[config.mk]
export PLATFORM = sky130hd
export DESIGN_NAME = rst_cause_reg
export DESIGN_NICKNAME = d
export VERILOG_FILES = /design/src/rtl/rcr_pkg.sv /design/src/rtl/rcr_detect.sv /design/src/rtl/rcr_arbiter.sv /design/src/rtl/rcr_pulse.sv /design/src/rtl/rst_cause_reg.sv
export SDC_FILE = /design/constraint.sdc
export NUM_CORES = 1
export LEC_CHECK = 0
export ABC_AREA = 1
export BUFFER_PORTS_ARGS = -buffer_cell sky130_fd_sc_hd__buf_2
export CAP_MARGIN = 20
export CORE_MARGIN = 2
export CORE_UTILIZATION = 44
export DETAILED_ROUTE_END_ITERATION = 10
export GPL_TIMING_DRIVEN = 0
export PLACE_DENSITY = 0.76
export SYNTH_ARGS = -nofsm -noshare
export SYNTH_HDL_FRONTEND = slang
export SYNTH_SLANG_ARGS = --single-unit
[constraint.sdc]
create_clock -name clk_i -period 1.4 [get_ports clk_i]
set_input_delay 0 -clock clk_i [delete_from_list [all_inputs] [get_ports clk_i]]
set_output_delay 0 -clock clk_i [all_outputs]
set_load 0.1 [all_outputs]
[src/rtl/rcr_pkg.sv]
package rcr_pkg;
  localparam int REG_W   = 8;
  localparam int B_PIN   = 0;
  localparam int B_PWR   = 1;
  localparam int B_MCD   = 2;
  localparam int B_WDT   = 3;
  localparam int B_SW    = 4;
  localparam int B_CMP   = 5;
  localparam int B_FLASH = 6;
  localparam int B_USB   = 7;

  // bits backed by an enable latch
  localparam logic [REG_W-1:0] ENABLE_MASK    = (REG_W'(1) << B_USB) | (REG_W'(1) << B_CMP) |
                                                (REG_W'(1) << B_MCD) | (REG_W'(1) << B_PWR);
  // bits that are only cause flags
  localparam logic [REG_W-1:0] FLAG_ONLY_MASK = (REG_W'(1) << B_FLASH) | (REG_W'(1) << B_WDT) |
                                                (REG_W'(1) << B_PIN);
  localparam logic [REG_W-1:0] POR_FLAGS      = REG_W'(1) << B_PWR;

  // bit position of the source holding a given priority rank (0 = highest)
  function automatic int prio_bit(input int rank);
    case (rank)
      0:       return B_PWR;
      1:       return B_PIN;
      2:       return B_WDT;
      3:       return B_MCD;
      4:       return B_CMP;
      5:       return B_FLASH;
      6:       return B_USB;
      default: return B_SW;
    endcase
  endfunction
endpackage

[src/rtl/rcr_detect.sv]
module rcr_detect
  import rcr_pkg::*;
(
  input  logic [REG_W-1:0] en_i,
  input  logic             pin_rst_i,
  input  logic             wdt_tmo_i,
  input  logic             flash_err_i,
  input  logic             cmp_out_i,
  input  logic             clk_miss_i,
  input  logic             usb_rst_i,
  input  logic             vdd_low_i,
  input  logic             force_i,
  output logic [REG_W-1:0] req_o
);
  always_comb begin
    req_o          = '0;
    req_o[B_PWR]   = vdd_low_i & en_i[B_PWR];
    req_o[B_PIN]   = pin_rst_i;
    req_o[B_WDT]   = wdt_tmo_i;
    req_o[B_MCD]   = clk_miss_i & en_i[B_MCD];
    req_o[B_CMP]   = ~cmp_out_i & en_i[B_CMP];
    req_o[B_FLASH] = flash_err_i;
    req_o[B_USB]   = usb_rst_i & en_i[B_USB];
    req_o[B_SW]    = force_i;
  end
endmodule

[src/rtl/rcr_arbiter.sv]
module rcr_arbiter
  import rcr_pkg::*;
#(
  parameter int N = REG_W
) (
  input  logic [N-1:0] req_i,
  output logic [N-1:0] grant_o,
  output logic         any_o
);
  logic seen;
  always_comb begin
    grant_o = '0;
    seen    = 1'b0;
    for (int r = 0; r < N; r++) begin
      if (req_i[prio_bit(r)] && !seen) begin
        grant_o[prio_bit(r)] = 1'b1;
        seen                 = 1'b1;
      end
    end
  end
  assign any_o = seen;
endmodule

[src/rtl/rcr_pulse.sv]
module rcr_pulse #(
  parameter int CYCLES = 4
) (
  input  logic clk_i,
  input  logic por_i,
  input  logic start_i,
  output logic busy_o
);
  localparam int CW = $clog2(CYCLES + 1);
  logic [CW-1:0] cnt_q;

  always_ff @(posedge clk_i or posedge por_i) begin
    if (por_i)               cnt_q <= CW'(CYCLES);
    else if (start_i)        cnt_q <= CW'(CYCLES);
    else if (cnt_q != '0)    cnt_q <= cnt_q - CW'(1);
  end

  assign busy_o = (cnt_q != '0);
endmodule

[src/rtl/rst_cause_reg.sv]
module rst_cause_reg
  import rcr_pkg::*;
#(
  parameter int RST_CYCLES = 4
) (
  input  logic             clk_i,
  input  logic             por_i,
  input  logic             pin_rst_i,
  input  logic             wdt_tmo_i,
  input  logic             flash_err_i,
  input  logic             cmp_out_i,
  input  logic             clk_miss_i,
  input  logic             usb_rst_i,
  input  logic             vdd_low_i,
  input  logic             wr_en_i,
  input  logic [REG_W-1:0] wr_data_i,
  input  logic             rd_en_i,
  input  logic             rmw_i,
  output logic [REG_W-1:0] rd_data_o,
  output logic             sys_rst_o
);
  logic [REG_W-1:0] en_q;
  logic [REG_W-1:0] flag_q;
  logic [REG_W-1:0] req;
  logic [REG_W-1:0] grant;
  logic             any_req;
  logic             busy;
  logic             take;
  logic             wr_ok;
  logic             force_req;
  logic             unused_wr_bits;

  assign force_req      = wr_en_i & wr_data_i[B_SW];
  assign unused_wr_bits = ^(wr_data_i & FLAG_ONLY_MASK);

  rcr_detect u_detect (
    .en_i       (en_q),
    .pin_rst_i  (pin_rst_i),
    .wdt_tmo_i  (wdt_tmo_i),
    .flash_err_i(flash_err_i),
    .cmp_out_i  (cmp_out_i),
    .clk_miss_i (clk_miss_i),
    .usb_rst_i  (usb_rst_i),
    .vdd_low_i  (vdd_low_i),
    .force_i    (force_req),
    .req_o      (req)
  );

  rcr_arbiter #(.N(REG_W)) u_arb (
    .req_i  (req),
    .grant_o(grant),
    .any_o  (any_req)
  );

  rcr_pulse #(.CYCLES(RST_CYCLES)) u_pulse (
    .clk_i  (clk_i),
    .por_i  (por_i),
    .start_i(take),
    .busy_o (busy)
  );

  assign take  = any_req & ~busy;
  assign wr_ok = wr_en_i & ~busy & ~any_req;

  // cause flags: cleared and replaced by the winner on every accepted event
  always_ff @(posedge clk_i or posedge por_i) begin
    if (por_i)     flag_q <= POR_FLAGS;
    else if (take) flag_q <= grant;
  end

  // enable latches exist only where the mask asks for one
  for (genvar b = 0; b < REG_W; b++) begin : g_en
    logic bit_q;
    if (ENABLE_MASK[b]) begin : g_latch
      always_ff @(posedge clk_i or posedge por_i) begin
        if (por_i)      bit_q <= 1'b0;
        else if (wr_ok) bit_q <= wr_data_i[b];
      end
    end else begin : g_none
      assign bit_q = 1'b0;
    end
    assign en_q[b] = bit_q;
  end

  always_comb begin
    if (rmw_i)        rd_data_o = (en_q & ENABLE_MASK) | (flag_q & FLAG_ONLY_MASK);
    else if (rd_en_i) rd_data_o = flag_q;
    else              rd_data_o = '0;
  end

  assign sys_rst_o = busy;
endmodule

==> flow_metrics.py <==
metrics = {
    "layout": {
        "fill_cells": 159,
        "final_layout_size_suffix_gt1_share_pct": 40.4,
        "nets": 184,
        "antenna_cells": 0,
        "design_area_um2": 1290,
        "syn_to_final_growth_pct": 39.2,
    },
    "clock_network": {
        "root_buffer": "clkbuf_4",
        "clk_latency_ns": 0.29,
        "clk_pin_slew_ns": 0.10,
        "clock_path_buffers": 2,
        "cts_tree": "done",
        "cts-htree-levels": 1,
        "clock_sinks": 15,
        "cts_buffers": 3,
    },
    "grt": {
        "grt_pass1_vias": 848,
        "gr-total-overflow": 0,
        "grt_pass1_wl_um": 3440,
        "grt_usage_pct": 17.8,
        "antenna_found_initial": 0,
        "grt_max_degree": 16,
    },
    "hold_path": {
        "min_path_cells": 5,
        "min_to": "flag_q[2]",
        "worstHoldPathType": "input port to register",
        "hold_path.startpoint": "clk_miss_i",
    },
    "floorplan": {
        "dieWidth_um": 50.0,
        "die_h_um": 50.0,
        "design.die.area_um2": 2500,
        "io_pins": 29,
        "rows": 16,
        "fp.coreArea_um2": 1980,
        "initial_utilization_pct": 46.9,
    },
    "place": {
        "gp_congestion": 0.801,
        "postPlaceCellArea_um2": 1110,
        "place_hpwl_um": 1440,
        "portBuffers": 25,
    },
    "yosys": {
        "postSynthAreaPerCell_um2": 7.95,
        "synth_nets": 139,
        "ys_seq_elements": 15,
        "yosys_warnings": 0,
        "synthCells": 117,
        "ys_types": 23,
        "netlist_area_um2": 930,
        "synth.top_cell.area_share_pct": 35.0,
        "yosysTopAreaCell": "dfrtp_1",
        "synthTopCellsByArea": "dfrtp_1, nand2_1, nand3_1",
        "ys_seq_area_share_pct": 40.6,
    },
    "sta": {
        "slew_headroom_pct": 63.0,
        "hold_viol": 0,
        "worst_pin_slew_ns": 0.554,
        "rsz0062_at_grt": "yes",
        "layout_min_cycle_time_ns": 1.38,
        "setup_violations": 0,
        "max_freq_mhz": 724,
        "fin_setup_tns_ns": 0,
        "clock_skew_ns": 0.00917,
        "hold_slack_ns": 0.0611,
        "timing.final.crit_share_pct": 98.7,
        "finalMaxSlewViolations": 0,
    },
    "drt": {
        "vias": 863,
        "wl_per_cell_um": 10.4,
        "drt-initial-drc-count": 12,
        "vias_per_cell": 4.59,
        "drc": 0,
        "route.final.wire_length_um": 1960,
        "ant_nets": 0,
        "dr.pass1.iters": 4,
    },
    "setup_path": {
        "r2r_slack_ns": 0.02,
        "path_max_fanout": 6,
        "timing.rr.start": "u_pulse.cnt_q[1]",
        "reg2regPathDepth": 10,
        "start_kind": "register",
        "rr_endpoint": "u_pulse.cnt_q[0]",
        "cp-end-kind": "register",
        "critPathKind": "register to register",
        "arrival_ns": 1.59,
        "worstPathRequired_ns": 1.61,
    },
    "pwr": {
        "ir_drop_v": 0.00134,
        "power_per_cell_area_nw_per_um2": 1970,
        "report.power.total_mw": 2.55,
        "leakagePower_nw": 0.700,
    },
    "run_status": {
        "status": "completed",
    },
    "job": {
        "cap_violations": 0,
    },
}
[flip-flops by register name (all words and copies together) (netlist names)]
register and flops:
flag_q 8, g_en.bit_q 4, u_pulse.cnt_q 3
[worst max-delay path by stage]
| stage | from | end | slack [ns] | cells past startpoint |
|---|---|---|---|---|
| finish | u_pulse.cnt_q[1] | u_pulse.cnt_q[0] | 0.02 | 10 |
| global route | u_pulse.cnt_q[1] | u_pulse.cnt_q[0] | -0.09 | 10 |
| CTS | flag_q[1] | rd_data_o[1] | 0.008 | 3 |
| detailed placement | u_pulse.cnt_q[0] | g_en[2].bit_q | -0.03 | 10 |
| floorplan | u_pulse.cnt_q[0] | g_en[1].bit_q | -0.002 | 10 |
| global placement | u_pulse.cnt_q[0] | g_en[2].bit_q | -0.003 | 10 |
[routing by layer]
metal | track usage (%) | wire [µm] | share of wire, % | vias up
li1 | - | - | - | 460
met1 | 23.4 | 929 | 47 | 380
met2 | 29.6 | 951 | 49 | 21
met3 | 2.12 | 61 | 3.1 | 2
met4 | 6.94 | 16 | 0.82 | 0
met5 | 0 | 0 | 0 | -
[Yosys cell counts]
| library cell | instances |
|---|---|
| o21ai_1 | 2 |
| nand2_2 | 2 |
| nor2_1 | 10 |
| nor2_4 | 2 |
| xnor2_1 | 1 |
| inv_2 | 3 |
| inv_1 | 15 |
| nand2_1 | 35 |
| dfrtp_1 | 13 |
| nand4_4 | 1 |
| nor2_8 | 2 |
| nand3_2 | 1 |
| inv_4 | 1 |
| a22oi_1 | 1 |
| nand2_4 | 2 |
| nor3_1 | 2 |
| o211ai_1 | 1 |
| nand3_4 | 1 |
| nand3_1 | 16 |
| or2_4 | 1 |
| dfstp_2 | 2 |
| ha_1 | 2 |
| o21ai_0 | 1 |
[final cells by class]
cell class | instances | area [µm²] | share of cell area, %
timing repair buffer | 40 | 264 | 20.4
inverter | 19 | 81.3 | 6.29
clock inverter | 1 | 5.00 | 0.387
multi-input combinational | 83 | 509 | 39.4
tap | 27 | 33.8 | 2.61
clock buffer | 3 | 22.5 | 1.74
sequential | 15 | 378 | 29.2
[cells by family after synthesis]
logic type | synth area share, %
buffers and inverters | 7.94
adder cells (fa/ha/maj) | 2.69
AND/OR/NAND/NOR | 44.6
flip-flops | 40.6
XOR/XNOR | 0.942
AO/OA/AOI/OAI | 3.23
[what timing repair did]
action,CTS,global route
gates resized for setup,2,7
hold buffers,7,0
buffers inserted,3,5
hold endpoints to repair,18,0
setup endpoints to repair,8,16
pin swaps,2,9
[stage by stage]
step / utilization [%] / instances / worst slack, ns
floorplan: - / 117 / -0.00181
global placement: 55.9 / 169 / -0.00283
detailed placement: 55.9 / 169 / -0.0336
CTS: 62.2 / 183 / 0.00794
global route: 65.3 / 188 / -0.0943
finish: 65.3 / 188 / 0.0181
[power breakdown]
group          internal [mW]  leakage [nW]  total (mW)  switching (mW)
Combinational          0.522         0.490        1.57            1.04
Sequential             0.617         0.193       0.735           0.118
Clock                  0.106        0.0177       0.252           0.146
Total                   1.24         0.700        2.55            1.31
[worst max-delay path, stage by stage, from the launching register on]
cell,delay (ns)
dfrtp_1,0.40
inv_2,0.09
ha_4,0.14
inv_4,0.04
nor2_8,0.14
inv_8,0.05
nor2_4,0.11
inv_2,0.05
nor2_4,0.17
nand2_1,0.07
o21ai_1,0.07
[placed cells by master, fill, tap and decap left out, drive strengths merged]
cell type,count
nand3,18
nor3,2
ha,2
dfrtp,13
nand2,39
nor2,14
or2,1
o211ai,1
dfstp,2
a22oi,1
xnor2,1
nand4,1
dlygate4sd3,7
buf,32
clkbuf,4
o21ai,3
inv,19
clkinv,1
Note: power is estimated with default switching activity, not from simulation.
